### src/rtl/ipc_pkg.sv
package ipc_pkg;

    typedef enum logic [2:0] {
        ST_IDLE,
        ST_WAIT_WFI,
        ST_WAIT_SNOOP,
        ST_POWER_DOWN,
        ST_DFS_CHANGE,
        ST_OFF,
        ST_WAKE
    } seq_state_t;

    typedef struct packed {
        logic        pd_req;
        logic        dfs_req;
        logic        l2_req;
        logic        skip_snoop;
        logic        wait_wfi;
        logic        wait_snoop;
        logic        irq_en;
        logic        fiq_en;
        logic        dbg_en;
        logic        irq_mask;
        logic        fiq_mask;
        logic        done_mask;
        logic [31:0] boot;
    } core_cfg_t;

    localparam logic [7:0] OFS_REQ   = 8'h00;
    localparam logic [7:0] OFS_SKIP  = 8'h04;
    localparam logic [7:0] OFS_CFG   = 8'h08;
    localparam logic [7:0] OFS_EVT   = 8'h0C;
    localparam logic [7:0] OFS_BOOT  = 8'h10;
    localparam logic [7:0] OFS_FAB   = 8'h04;
    localparam logic [7:0] OFS_DELAY = 8'h08;

endpackage

### src/rtl/core_regs.sv
module core_regs
    import ipc_pkg::*;
(
    input  logic        clk,
    input  logic        rst_n,
    input  logic        wr_en,
    input  logic [7:0]  ofs,
    input  logic [31:0] wdata,
    input  logic        hw_pd_clr,
    input  logic        hw_dfs_clr,
    input  logic        hw_done_set,
    output core_cfg_t   cfg,
    output logic        done,
    output logic [31:0] rdata
);

    always_ff @(posedge clk or negedge rst_n) begin
        if (!rst_n) begin
            cfg  <= '0;
            done <= 1'b0;
        end else begin
            if (wr_en) begin
                unique case (ofs)
                    OFS_REQ: begin
                        cfg.pd_req  <= wdata[0];
                        cfg.dfs_req <= wdata[1];
                        cfg.l2_req  <= wdata[2];
                    end
                    OFS_SKIP: cfg.skip_snoop <= wdata[0];
                    OFS_CFG: begin
                        cfg.wait_wfi   <= wdata[0];
                        cfg.wait_snoop <= wdata[1];
                        cfg.irq_en     <= wdata[4];
                        cfg.fiq_en     <= wdata[5];
                        cfg.dbg_en     <= wdata[6];
                        cfg.irq_mask   <= wdata[8];
                        cfg.fiq_mask   <= wdata[9];
                    end
                    OFS_EVT: begin
                        done          <= wdata[0];
                        cfg.done_mask <= wdata[8];
                    end
                    OFS_BOOT: cfg.boot <= wdata;
                    default: ;
                endcase
            end
            if (hw_pd_clr)   cfg.pd_req  <= 1'b0;
            if (hw_dfs_clr)  cfg.dfs_req <= 1'b0;
            if (hw_done_set) done        <= 1'b1;
        end
    end

    always_comb begin
        rdata = '0;
        unique case (ofs)
            OFS_REQ:  rdata[2:0] = {cfg.l2_req, cfg.dfs_req, cfg.pd_req};
            OFS_SKIP: rdata[0]   = cfg.skip_snoop;
            OFS_CFG: begin
                rdata[1:0] = {cfg.wait_snoop, cfg.wait_wfi};
                rdata[6:4] = {cfg.dbg_en, cfg.fiq_en, cfg.irq_en};
                rdata[9:8] = {cfg.fiq_mask, cfg.irq_mask};
            end
            OFS_EVT: begin
                rdata[0] = done;
                rdata[8] = cfg.done_mask;
            end
            OFS_BOOT: rdata = cfg.boot;
            default: rdata = '0;
        endcase
    end

endmodule

### src/rtl/core_seq.sv
module core_seq
    import ipc_pkg::*;
#(
    parameter int CNT_W   = 16,
    parameter int DFS_LAT = 4
) (
    input  logic             clk,
    input  logic             rst_n,
    input  core_cfg_t        cfg,
    input  logic [CNT_W-1:0] delay,
    input  logic             wfi,
    input  logic             snoop_empty,
    input  logic             irq,
    input  logic             fiq,
    input  logic             dbg,
    output logic             pd_clr,
    output logic             dfs_clr,
    output logic             done_set,
    output logic             pwr_off,
    output logic             rst_release,
    output logic             snoop_dis,
    output logic [31:0]      restart_addr
);

    localparam logic [CNT_W-1:0] DFS_LAST = CNT_W'(DFS_LAT - 1);

    seq_state_t       state, nxt;
    logic [CNT_W-1:0] cnt;
    logic             req_any, wake_hit;
    seq_state_t       after_wfi;

    assign req_any  = cfg.pd_req | cfg.dfs_req;
    assign wake_hit = (irq & cfg.irq_en) | (fiq & cfg.fiq_en) | (dbg & cfg.dbg_en);

    always_comb begin
        if (cfg.pd_req)
            after_wfi = cfg.wait_snoop ? ST_WAIT_SNOOP : ST_POWER_DOWN;
        else
            after_wfi = ST_DFS_CHANGE;
    end

    always_comb begin
        nxt = state;
        unique case (state)
            ST_IDLE:
                if (req_any) nxt = cfg.wait_wfi ? ST_WAIT_WFI : after_wfi;
            ST_WAIT_WFI:
                if (!req_any)  nxt = ST_IDLE;
                else if (wfi)  nxt = after_wfi;
            ST_WAIT_SNOOP:
                if (!cfg.pd_req)     nxt = ST_IDLE;
                else if (snoop_empty) nxt = ST_POWER_DOWN;
            ST_POWER_DOWN:
                if (cnt >= delay) nxt = ST_OFF;
            ST_DFS_CHANGE:
                if (cnt >= DFS_LAST) nxt = ST_IDLE;
            ST_OFF:
                if (wake_hit) nxt = ST_WAKE;
            ST_WAKE:
                nxt = ST_IDLE;
            default:
                nxt = ST_IDLE;
        endcase
    end

    always_ff @(posedge clk or negedge rst_n) begin
        if (!rst_n) begin
            state <= ST_IDLE;
            cnt   <= '0;
        end else begin
            state <= nxt;
            if (nxt != state)
                cnt <= '0;
            else if (state == ST_POWER_DOWN || state == ST_DFS_CHANGE)
                cnt <= cnt + 1'b1;
        end
    end

    always_comb begin
        pd_clr       = 1'b0;
        dfs_clr      = 1'b0;
        done_set     = 1'b0;
        pwr_off      = 1'b0;
        rst_release  = 1'b0;
        snoop_dis    = 1'b0;
        restart_addr = '0;
        unique case (state)
            ST_POWER_DOWN: snoop_dis = ~cfg.skip_snoop;
            ST_DFS_CHANGE: begin
                done_set = (cnt >= DFS_LAST);
                dfs_clr  = (cnt >= DFS_LAST);
            end
            ST_OFF: pwr_off = 1'b1;
            ST_WAKE: begin
                rst_release  = 1'b1;
                restart_addr = cfg.boot;
                pd_clr       = 1'b1;
            end
            default: ;
        endcase
    end

endmodule

### src/rtl/idle_pwr_ctrl.sv
module idle_pwr_ctrl
    import ipc_pkg::*;
#(
    parameter int          NCORES    = 2,
    parameter int          CNT_W     = 16,
    parameter int          DFS_LAT   = 4,
    parameter logic [15:0] DELAY_RST = 16'h0064
) (
    input  logic                 clk,
    input  logic                 rst_n,
    input  logic                 bus_wr,
    input  logic [11:0]          bus_addr,
    input  logic [31:0]          bus_wdata,
    output logic [31:0]          bus_rdata,
    input  logic [NCORES-1:0]    core_wfi,
    input  logic [NCORES-1:0]    snoop_empty,
    input  logic [NCORES-1:0]    irq_in,
    input  logic [NCORES-1:0]    fiq_in,
    input  logic [NCORES-1:0]    dbg_in,
    output logic [NCORES-1:0]    irq_to_core,
    output logic [NCORES-1:0]    fiq_to_core,
    output logic [NCORES-1:0]    snoop_dis,
    output logic [NCORES-1:0]    core_pwr_off,
    output logic [NCORES-1:0]    core_rst_release,
    output logic [32*NCORES-1:0] restart_addr,
    output logic [NCORES-1:0]    dfs_irq,
    output logic                 l2_pwr_off
);

    logic [3:0]       bank;
    logic [7:0]       ofs;
    logic             fab_en;
    logic [CNT_W-1:0] delay;
    logic [31:0]      glb_rdata;
    logic [31:0]      core_rdata [NCORES];
    logic [NCORES-1:0] l2_req_v;

    assign bank = bus_addr[11:8];
    assign ofs  = bus_addr[7:0];

    always_ff @(posedge clk or negedge rst_n) begin
        if (!rst_n) begin
            fab_en <= 1'b0;
            delay  <= CNT_W'(DELAY_RST);
        end else if (bus_wr && bank == 4'd0) begin
            if (ofs == OFS_FAB)   fab_en <= bus_wdata[0];
            if (ofs == OFS_DELAY) delay  <= bus_wdata[CNT_W-1:0];
        end
    end

    always_comb begin
        glb_rdata = '0;
        if (ofs == OFS_FAB)   glb_rdata[0]         = fab_en;
        if (ofs == OFS_DELAY) glb_rdata[CNT_W-1:0] = delay;
    end

    for (genvar c = 0; c < NCORES; c++) begin : g_core
        core_cfg_t cfg;
        logic      done, pd_clr, dfs_clr, done_set;

        core_regs u_regs (
            .clk         (clk),
            .rst_n       (rst_n),
            .wr_en       (bus_wr && bank == 4'(c + 1)),
            .ofs         (ofs),
            .wdata       (bus_wdata),
            .hw_pd_clr   (pd_clr),
            .hw_dfs_clr  (dfs_clr),
            .hw_done_set (done_set),
            .cfg         (cfg),
            .done        (done),
            .rdata       (core_rdata[c])
        );

        core_seq #(.CNT_W(CNT_W), .DFS_LAT(DFS_LAT)) u_seq (
            .clk          (clk),
            .rst_n        (rst_n),
            .cfg          (cfg),
            .delay        (delay),
            .wfi          (core_wfi[c]),
            .snoop_empty  (snoop_empty[c]),
            .irq          (irq_in[c]),
            .fiq          (fiq_in[c]),
            .dbg          (dbg_in[c]),
            .pd_clr       (pd_clr),
            .dfs_clr      (dfs_clr),
            .done_set     (done_set),
            .pwr_off      (core_pwr_off[c]),
            .rst_release  (core_rst_release[c]),
            .snoop_dis    (snoop_dis[c]),
            .restart_addr (restart_addr[32*c +: 32])
        );

        assign irq_to_core[c] = irq_in[c] & ~cfg.irq_mask;
        assign fiq_to_core[c] = fiq_in[c] & ~cfg.fiq_mask;
        assign dfs_irq[c]     = done & ~cfg.done_mask;
        assign l2_req_v[c]    = cfg.l2_req;
    end

    always_comb begin
        bus_rdata = '0;
        if (bank == 4'd0)
            bus_rdata = glb_rdata;
        for (int c = 0; c < NCORES; c++)
            if (bank == 4'(c + 1))
                bus_rdata = core_rdata[c];
    end

    assign l2_pwr_off = fab_en & (&core_pwr_off) & (|(l2_req_v & core_pwr_off));

endmodule

### config.mk
export PLATFORM = sky130hd
export DESIGN_NAME = idle_pwr_ctrl
export DESIGN_NICKNAME = d
export VERILOG_FILES = /design/src/rtl/ipc_pkg.sv /design/src/rtl/core_regs.sv /design/src/rtl/core_seq.sv /design/src/rtl/idle_pwr_ctrl.sv
export SDC_FILE = /design/constraint.sdc
export NUM_CORES = 1
export LEC_CHECK = 0
export BUFFER_PORTS_ARGS = -buffer_cell sky130_fd_sc_hd__buf_2
export CAP_MARGIN = 25
export CORE_MARGIN = 8
export CORE_UTILIZATION = 28
export DETAILED_ROUTE_END_ITERATION = 10
export REMOVE_ABC_BUFFERS = 1
export SLEW_MARGIN = 40
export SYNTH_ARGS = -nofsm -noshare
export SYNTH_HDL_FRONTEND = slang
export SYNTH_SLANG_ARGS = --single-unit
### constraint.sdc
create_clock -name clk -period 5.94 [get_ports clk]
set_input_delay 1.188 -clock clk [delete_from_list [all_inputs] [get_ports clk]]
set_output_delay 1.188 -clock clk [all_outputs]
set_load 0.02 [all_outputs]
==> results.md, run 1 <==
* Number of post-CTS setup repair buffers at 0
* Type of origin of the critical path: input pin
* Fin Hold WS at 0.519 ns
* Largest net degree at the start of global routing at 99
* Slew Limit Headroom at 40.8%
* Drt pass-1 iters at 5
* Leakage at 5.14 nW
* Cell Area, Synth at between 0.008 and 0.009 sq mm
* Synthesized instance count at between 800 and 900
* Setup Viol. Count Final at 0
* Layout Area Growth over Synthesis at 21.9%
* Top_reg_cell synth: dfrtp_1
* Vias per inst at between 4 and 5
* Outcome: complete, no violations
* Sw power at 0.602 mW
* Fillcell total at 3120
* Synthesized flop and latch total at roughly 150
* Remaining Overflow, GRT at 0
* Max Clock Skew at about 0.017 ns
* Crit end category: primary output
* Synth cell types at 63
* Tightest Pin Transition at between 0.8 and 0.9 ns
* IO Port Bufs at roughly 170
* P per Cell Area at roughly 230 mW/mm^2
* Register area share after synthesis at a little over two fifths
* Asr flop ratio synth at 100%
* Synthesized area per cell at 10.2 sq um
* Switching Fraction at approximately a quarter
* DIE HEIGHT at ~190 microns
* CTS H-tree depth at 4
* Crit path max fanout at 16
* Initial cell density of the core at between 20% and 30%
* Clock Sinks at roughly 150
* Placer Congestion at 0.832
* Critical path class: input pin to primary output
* Sequential power share at a little over two fifths
* Initial antenna violation count at 3
* RSZ-0062 raised after global routing: false
* Die Area at 0.0363 sq mm
* Rows at 64
* TNS Setup at 0 ns
* EDFF count, synth at 0
* DRT iter0 DRCs at between 400 and 500
* Clk buf depth at 2
* Fmax at 0.210 GHz
* Hold Buf Count CTS at 0
* Worst VDD drop at 0.155 mV
* DR DRC count at 0
* Combinational power share at under 10%
* Max-Cap Viols at 0
* Clock period minus worst slack at 4.76 ns
* Min-Delay Path Class: flip-flop to flip-flop
* Final net count at 1073
* Slew Viols, Final at 0
* Area occupied by multi-input gates at between 0.004 and 0.005 sq mm
* DP HPWL at about 19000 microns
* YS warnings at 0
* Average wire per standard cell at 18.1 microns
* Routed Antenna Nets at 0
* Sequential Area at roughly 0.0036 sq mm
* Root Driver: clkbuf_16
* Core Footprint at 0.0303 sq mm
* Final Hold Viols at 0
* Int Pwr at 1.82 mW
* Clock group share of total power at 47.0%
* Die X at ~190 microns
* Routed wire length at 25200 microns
* Vias in the first global route at 7145
* Num ports at about 170
* Clk slew on worst S/H paths at about 0.060 ns
* First-pass GRT wire length at 40400 microns
* CTS buffer count at 17
* Clock latency at the later pin of the worst-skew pair at 0.43 ns
* Arrival time at the worst endpoint at about 3.6 ns
* CTS tree: yes
* WP data required at around 4.8 ns
* Layout cells sized above 1 at between 30% and 40%
* Gr usage total at approximately 14%
* Fin crit share at 80.2%
* Cts repair resizes at 0
* Routed via count at between 6000 and 7000
-- cell families (layout without fill, tap and decap cells) --
group                      after synthesis  count (layout)  synth area share, %
AOI/OAI and AO/OA                      128             128                 10.8
and+or+nand+nor                        299             299                 19.4
buffers and inverters                   88             247                 4.69
other                                    0               2                    0
DFF                                    145             145                 42.6
adders and majority gates               34              34                 4.99
xor gates and xnor gates                30              30                 3.08
muxes                                  111             111                 14.5
-- metal layers --
metal | up-vias | GRT usage (%) | routed length, microns
li1 | 3273 | - | -
met3 | 36 | 3.99 | 1590
met4 | 2 | 4.80 | 579
met2 | 185 | 22.2 | 11700
met1 | 3450 | 18.2 | 11300
met5 | - | 0 | 12
-- worst max-delay path, cell delays in order --
cell and delay [ns]:
buf_2 0.10, nor3_2 0.25, nand2_1 0.19, or3_4 0.44, nor2_2 0.70, buf_4 0.36, a22o_1 0.17, buf_2 0.16
-- path summary, 6_finish.rpt --
check	startpoint	to	slack (ns)	cells past startpoint
worst max-delay path	bus_addr[1]	bus_rdata[16]	1.18	8
worst min-delay path	g_core[1].u_regs.cfg[31]	g_core[1].u_regs.cfg[31]	0.52	1
worst max register to register	g_core[1].u_seq.cnt[0]	g_core[1].u_seq.cnt[4]	3.10	8
worst min register to register	g_core[1].u_regs.cfg[31]	g_core[1].u_regs.cfg[31]	0.52	1
max in group asynchronous	rst_n	g_core[1].u_regs.cfg[42]	4.07	3
min in group asynchronous	rst_n	fab_en	0.62	1
-- cell type report --
| class | instances | area share [%] |
|---|---|---|
| Clock buffer | 18 | 4.22 |
| Inverter | 40 | 1.44 |
| Multi-Input combinational cell | 602 | 43.4 |
| Antenna cell | 2 | 0.0481 |
| Timing Repair Buffer | 176 | 9.41 |
| Sequential cell | 145 | 34.9 |
| Clock inverter | 13 | 1.79 |
| Tap cell | 396 | 4.76 |
-- layout by cell type (no fill, tap or decap), types with 5 or more instances in the layout --
cell / count
buf_2: 164
dfrtp_1: 142
mux2_2: 83
and2_1: 71
nor2_1: 61
nand2_1: 47
inv_1: 40
ha_1: 34
a21oi_1: 24
o21ai_0: 24
nand3_1: 21
mux2_1: 18
clkbuf_16: 17
a22o_1: 16
xor2_1: 16
nand4_1: 15
xnor2_1: 14
nor3_1: 13
a22oi_1: 12
a222oi_1: 10
mux2i_1: 10
nor2_4: 10
and3_1: 9
nor2b_1: 8
o211ai_1: 8
nor4_1: 8
buf_4: 8
nand2b_1: 6
nor2_2: 6
nand3b_1: 5
a31oi_1: 5
-- sequential cells by signal, summed over array words and instances, names as in the netlist --
| name | count |
|---|---|
| g_core.u_seq.cnt | 32 |
| g_core.u_seq.state | 6 |
| g_core.u_regs.done | 2 |
| g_core.u_regs.cfg | 88 |
| delay | 16 |
| fab_en | 1 |
-- stage by stage --
step	setup slack (ns)	power, mW	cell area, sq um	util, %	instances
6_report	1.18	2.42	10400	34.4	1392
3_5_place_dp	1.19	1.30	9740	32.2	1358
5_1_grt	1.08	2.52	10400	34.4	1392
2_1_floorplan	1.37	1.20	8280	-	787
4_1_cts	1.18	2.45	10400	34.2	1389
3_3_place_gp	1.25	1.29	9680	32.0	1356
-- cell usage after synthesis (all sizes together), types with 3 or more instances --
cell | n | area share, %
a22oi | 12 | 1.1
a22o | 16 | 1.6
nand2 | 48 | 2.1
buf | 27 | 2.0
xnor2 | 14 | 1.4
dfrtp | 142 | 42
a31oi | 5 | 0.37
a21oi | 24 | 1.4
and2 | 71 | 5.2
nor4 | 8 | 0.59
nor4b | 3 | 0.31
nor2 | 77 | 4.3
a21o | 3 | 0.26
ha | 34 | 5.0
nand4 | 15 | 1.1
clkbuf | 21 | 0.92
nand3 | 21 | 1.2
o211ai | 8 | 0.70
mux2i | 10 | 1.2
xor2 | 16 | 1.6
nor2b | 8 | 0.59
mux2 | 101 | 13
o221ai | 3 | 0.31
nand3b | 5 | 0.44
inv | 40 | 1.8
and4 | 4 | 0.41
o21ai | 26 | 1.6
nand2b | 7 | 0.60
nor3 | 14 | 0.88
and3 | 9 | 0.66
dfstp | 3 | 0.92
a2111oi | 3 | 0.53
a222oi | 10 | 1.2
o21a | 4 | 0.35
-- power groups by stage --
| stage | Sequential, mW | Combinational, mW | Clock (mW) |
|---|---|---|---|
| 4_1_cts | 1.05 | 0.238 | 1.16 |
| 3_3_place_gp | 1.06 | 0.229 | 0 |
| 5_1_grt | 1.05 | 0.266 | 1.20 |
| 6_report | 1.05 | 0.238 | 1.14 |
| 2_1_floorplan | 1.05 | 0.146 | 0 |
| 3_5_place_dp | 1.06 | 0.234 | 0 |
Note: power is estimated with default switching activity, not from simulation.
==> inputs of run 2 (changes only) <==
Clock period 5.94 ns to 4.07 ns, I/O delays scaled along.
==> results.md, run 2 (synthesis results as in run 1) <==
* Outcome: complete, no violations (unchanged)
* Slowest stage cell, crit path: or3_4 (was nor2_2)
* DRT iter0 DRCs at 524 (was 420)
* WP data required at 3.26 ns (was 4.75 ns)
* Clk slew on worst S/H paths at 0.06 ns (about the same)
* Slew Limit Headroom at 43.3% (was 40.8%)
* Rows at 64 (unchanged)
* Remaining Overflow, GRT at 0 (unchanged)
* GR Layer Usage met3 at 2.89% (was 3.99%)
* Core Footprint at 0.0303 sq mm (unchanged)
* Crit-path cells: buf_2 > nor3_2 > nand2_1 > or3_4 > nor2_2 > buf_4 > a22oi_1 > o211ai_1 > buf_2 (was buf_2 > nor3_2 > nand2_1 > or3_4 > nor2_2 > buf_4 > a22o_1 > buf_2)
* Average wire per standard cell at 18.3 microns (was 18.1 microns)
* CP startpoint: bus_addr[1] (unchanged)
* Crit path max fanout at 22 (was 16)
* Clock latency at the later pin of the worst-skew pair at 0.42 ns (was 0.43 ns)
* Routed Antenna Nets at 0 (unchanged)
* Top Usage Layer GRT: met2 (unchanged)
* Root Driver: clkbuf_16 (unchanged)
* DIE HEIGHT at 191 microns (unchanged)
* Worst reg2reg path startpoint: g_core[1].u_seq.cnt[0] (unchanged)
* DR DRC count at 0 (unchanged)
* Hold Buf Count CTS at 0 (unchanged)
* Reg with most FFs: g_core.u_regs.cfg (unchanged)
* Placer Congestion at 0.881 (was 0.832)
* Initial antenna violation count at 1 (was 3)
* Vias in the first global route at 7010 (was 7145)
* Layout Area Growth over Synthesis at 21.5% (was 21.9%)
* CTS tree: yes (unchanged)
* Vias per inst at 4.97 (was 4.99)
* Commonest non-fill, non-tap cell in the layout: buf_2 (unchanged)
* Grt met1 use at 19.3% (was 18.2%)
* Fillcell total at 3120 (unchanged)
* Largest net degree at the start of global routing at 94 (was 99)
* Final net count at 1075 (was 1073)
* CTS buffer count at 17 (unchanged)
* Most frequent cells in the layout: 164 x buf_2, 142 x dfrtp_1, 83 x mux2_2 (unchanged)
* Placed Cells at 1361 (was 1358)
* Drt pass-1 iters at 5 (unchanged)
* DP HPWL at 19300 microns (was 19000 microns)
* Final Hold Viols at 0 (unchanged)
* RSZ-0062 raised after global routing: false (unchanged)
* Clock period minus worst slack at 3.58 ns
* Largest regs: g_core.u_regs.cfg (88), g_core.u_seq.cnt (32), delay (16) (unchanged)
* P per Cell Area at 341 mW/mm^2 (was 233 mW/mm^2)
* Arrival time at the worst endpoint at 2.76 ns (was 3.58 ns)
* Type of origin of the critical path: input pin (unchanged)
* Routed wire length at 25600 microns (was 25200 microns)
* Slew Viols, Final at 0 (unchanged)
* Cts repair resizes at 0 (unchanged)
* Number of flip-flops in the largest register at 88 (unchanged)
* Worst VDD drop at 0.253 mV (was 0.155 mV)
* Fin crit share at approximately 88%
* Tightest Pin Transition at 0.851 ns (was 0.887 ns)
* Max-Cap Viols at 0 (unchanged)
* GR Util met2 at 22.4% (was 22.2%)
* Layout cells sized above 1 at 31.9% (was 32.0%)
* Initial cell density of the core at 28.2% (unchanged)
* Total power at 3.54 mW (was 2.42 mW)
* Clk buf depth at 2 (unchanged)
* Min-Delay Path Class: input pin to async pin (was flip-flop to flip-flop)
* Routed via count at 6937 (was 6946)
* Max Clock Skew at 0.00881 ns (was 0.0173 ns)
* Die X at 191 microns (unchanged)
* Leakage at 5.14 nW (about the same)
* Most frequent cell on the critical path: buf_2 (unchanged)
* Non-filler cells, final at 1395 (was 1392)
* IO Port Bufs at 165 (unchanged)
* First-pass GRT wire length at 40700 microns (was 40400 microns)
* Dpl ws at 0.520 ns (was 1.19 ns)
* Fmax at approximately 0.28 GHz
* Critical path class: input pin to primary output (unchanged)
* CTS H-tree depth at 4 (unchanged)
* Die Area at 0.0363 sq mm (unchanged)
* Clock Sinks at 145 (unchanged)
* Number of post-CTS setup repair buffers at 0 (unchanged)
* Slowest stage delay, CP at 0.45 ns (was 0.70 ns)
* Gr usage total at 14.2% (was 14.1%)
* Num ports at 166 (unchanged)
* PnR worst setup slack at 0.495 ns (was 1.18 ns)
* Setup Viol. Count Final at 0 (unchanged)
* Crit end category: primary output (unchanged)
-- run 2: path summary, 6_finish.rpt --
path	slack [ns]	cells after the start	to
worst max-delay path	0.49	9	bus_rdata[9]
worst min-delay path	0.40	1	g_core[0].u_regs.cfg[0]
worst max register to register	1.21	8	g_core[1].u_seq.cnt[15]
worst min register to register	0.53	1	g_core[0].u_regs.cfg[25]
max in group asynchronous	2.81	2	delay[5]
min in group clk	0.53	1	g_core[0].u_regs.cfg[25]
-- run 2: final cells by class --
| cell class | count | area, sq um | area share (%) |
|---|---|---|---|
| sequential | 145 | 3630 | 35.0 |
| timing repair buffer | 178 | 946 | 9.12 |
| antenna | 2 | 5.00 | 0.0483 |
| tap | 396 | 495 | 4.78 |
| multi-input combinational | 602 | 4510 | 43.5 |
| clock inverter | 10 | 159 | 1.53 |
| inverter | 40 | 150 | 1.45 |
| clock buffer | 22 | 464 | 4.48 |
-- run 2: worst max-delay path, delay by kind of cell --
kind                   cells  cell delay [ns]
and+or+nand+nor            4             1.06
buffers and inverters      3             0.61
AOI/OAI and AO/OA          2             0.27
-- run 2: where the power goes --
group	switching (mW)	internal (mW)	leakage [nW]
clock	0.603	1.06	0.301
sequential	0.0531	1.47	2.00
combinational	0.202	0.147	2.84
-- run 2: layer usage --
metal | wire, microns | share of wire [%] | up-vias
met5 | 0 | 0 | -
met4 | 380 | 1.5 | 0
met3 | 1690 | 6.6 | 21
met2 | 11900 | 46 | 235
met1 | 11600 | 46 | 3409
li1 | - | - | 3272
-- run 2: metrics by stage --
| step | area [sq um] | setup TNS, ns | utilization [%] | hold WS [ns] |
|---|---|---|---|---|
| floorplan | 8280 | -0.712 | - | 0.472 |
| global placement | 9730 | 0 | 32.1 | 0.510 |
| detailed placement | 9740 | 0 | 32.2 | 0.511 |
| CTS | 10400 | 0 | 34.2 | 0.443 |
| global route | 10400 | 0 | 34.2 | 0.456 |
| finish | 10400 | 0 | 34.2 | 0.401 |
==> inputs of run 3 (changes only) <==
Settings changed: MAX_ROUTING_LAYER set to met4.
==> results.md, run 3 (synthesis results as in run 1) <==
* Switching Fraction at 24.3% (about the same)
* Average wire per standard cell at 18.4 microns (was 18.3 microns)
* P per Cell Area at 341 mW/mm^2 (about the same)
* Clk slew on worst S/H paths at 0.06 ns (about the same)
* Worst VDD drop at 0.253 mV (about the same)
* GR Layer Usage met3 at 2.65% (was 2.89%)
* CTS buffer count at 17 (unchanged)
* DP HPWL at 19300 microns (unchanged)
* DR DRC count at 0 (unchanged)
* DRT iter0 DRCs at 494 (was 524)
* Sw power at 0.858 mW (was 0.859 mW)
* Total power at 3.54 mW (about the same)
* CTS H-tree depth at 4 (unchanged)
* Num ports at 166 (unchanged)
* Grt met1 use at 19.4% (was 19.3%)
* Routed Antenna Nets at 0 (unchanged)
* Layout Area Growth over Synthesis at 21.5% (unchanged)
* Die Area at 0.0363 sq mm (unchanged)
* Min-Delay Path Class: input pin to async pin (unchanged)
* Leakage at 5.14 nW (unchanged)
* Fin util at 34.2% (unchanged)
* Sequential power share at 43.2% (about the same)
* Combinational power share at 9.9% (about the same)
* Int Pwr at 2.68 mW (about the same)
* Max Clock Skew at 0.0109 ns (was 0.00881 ns)
* Reg with most FFs: g_core.u_regs.cfg (unchanged)
* GR Util met2 at 22.4% (about the same)
* Type of origin of the critical path: input pin (unchanged)
* Initial cell density of the core at 28.2% (unchanged)
* Layout cells sized above 1 at 31.9% (unchanged)
* Placer Congestion at 0.896 (was 0.881)
* Dpl ws at 0.520 ns (unchanged)
* Clock Sinks at 145 (unchanged)
* Largest net degree at the start of global routing at 94 (unchanged)
* Critical path class: input pin to primary output (unchanged)
* Outcome: complete, no violations (unchanged)
* Initial antenna violation count at 1 (unchanged)
* Slew Viols, Final at 0 (unchanged)
* CTS tree: yes (unchanged)
* RSZ-0062 raised after global routing: false (unchanged)
* First-pass GRT wire length at 40700 microns (about the same)
* Commonest non-fill, non-tap cell in the layout: buf_2 (unchanged)
* Tightest Pin Transition at 0.846 ns (was 0.851 ns)
* DIE HEIGHT at 191 microns (unchanged)
* Fin Hold WS at 0.401 ns (about the same)
* Hold Buf Count CTS at 0 (unchanged)
* Number of post-CTS setup repair buffers at 0 (unchanged)
* Rows at 64 (unchanged)
* Vias per inst at 4.97 (about the same)
* Final Hold Viols at 0 (unchanged)
* Remaining Overflow, GRT at 0 (unchanged)
* Final net count at 1075 (unchanged)
* WP data required at 3.26 ns (about the same)
* Drt pass-1 iters at 6 (was 5)
* Max-Cap Viols at 0 (unchanged)
* Slew Limit Headroom at 43.6% (was 43.3%)
* Cts repair resizes at 0 (unchanged)
* Clock group share of total power at 47.0% (about the same)
* Fmax at 0.280 GHz (about the same)
* Top Usage Layer GRT: met2 (unchanged)
* IO Port Bufs at 165 (unchanged)
* TNS Setup at 0 ns (unchanged)
* Clk buf depth at 2 (unchanged)
* Crit end category: primary output (unchanged)
* Routed via count at 6929 (was 6937)
* Die X at 191 microns (unchanged)
* Clock latency at the later pin of the worst-skew pair at 0.42 ns (about the same)
* Clock period minus worst slack at 3.57 ns (was 3.58 ns)
* Routed wire length at 25700 microns (was 25600 microns)
* Vias in the first global route at 7000 (was 7010)
* Core Footprint at 0.0303 sq mm (unchanged)
* Largest regs: g_core.u_regs.cfg (88), g_core.u_seq.cnt (32), delay (16) (unchanged)
* Root Driver: clkbuf_16 (unchanged)
* Most frequent cells in the layout: 164 x buf_2, 142 x dfrtp_1, 83 x mux2_2 (unchanged)
* Arrival time at the worst endpoint at 2.75 ns (was 2.76 ns)
* Crit path max fanout at 22 (unchanged)
* Setup Viol. Count Final at 0 (unchanged)
* Fin crit share at 87.7% (was 87.8%)
* PnR worst setup slack at 0.502 ns (was 0.495 ns)
* Gr usage total at 14.6% (was 14.2%)
* R2R Setup Slk at 1.21 ns (about the same)
* Number of flip-flops in the largest register at 88 (unchanged)
[run 3: metal layers]
layer,share of wire [%],wire length (microns)
met2,46,11900
met4,1.5,394
met3,5.4,1380
met5,0,0
met1,47,12000
[run 3: path summary, 6_finish.rpt]
check | depth (start not counted) | to | start
max | 9 | bus_rdata[9] | bus_addr[1]
min | 1 | g_core[0].u_regs.cfg[0] | rst_n
max reg2reg | 8 | g_core[1].u_seq.cnt[15] | g_core[1].u_seq.cnt[0]
min reg2reg | 1 | g_core[0].u_regs.cfg[25] | g_core[0].u_regs.cfg[25]
max in group asynchronous | 2 | delay[5] | rst_n
min in group clk | 1 | g_core[0].u_regs.cfg[25] | g_core[0].u_regs.cfg[25]
[run 3: final cells by class]
cell class / instances / area [sq um]
Tap cell: 396 / 495
Antenna cell: 2 / 5.00
Clock buffer: 22 / 464
Multi-Input combinational cell: 602 / 4510
Fill cell: 3121 / 19900
Clock inverter: 10 / 159
Timing Repair Buffer: 178 / 946
Inverter: 40 / 150
Sequential cell: 145 / 3630
[run 3: power groups by stage]
| stage | sequential [mW] | clock, mW | combinational, mW |
|---|---|---|---|
| after floorplan | 1.53 | 0 | 0.214 |
| after global placement | 1.55 | 0 | 0.337 |
| after detailed placement | 1.55 | 0 | 0.345 |
| after CTS | 1.53 | 1.70 | 0.348 |
| after global routing | 1.53 | 1.76 | 0.391 |
| final | 1.53 | 1.66 | 0.349 |
[run 3: critical path: stages]
cell and delay, ns:
buf_2 0.10, nor3_2 0.25, nand2_1 0.21, or3_4 0.45, nor2_2 0.15, buf_4 0.29
a22oi_1 0.13, o211ai_1 0.13, buf_2 0.21
[run 3: metrics by stage]
stage               cells  cell area, sq um
floorplan             787              8280
global placement     1361              9730
detailed placement   1361              9740
CTS                  1393             10400
global route         1394             10400
finish               1395             10400
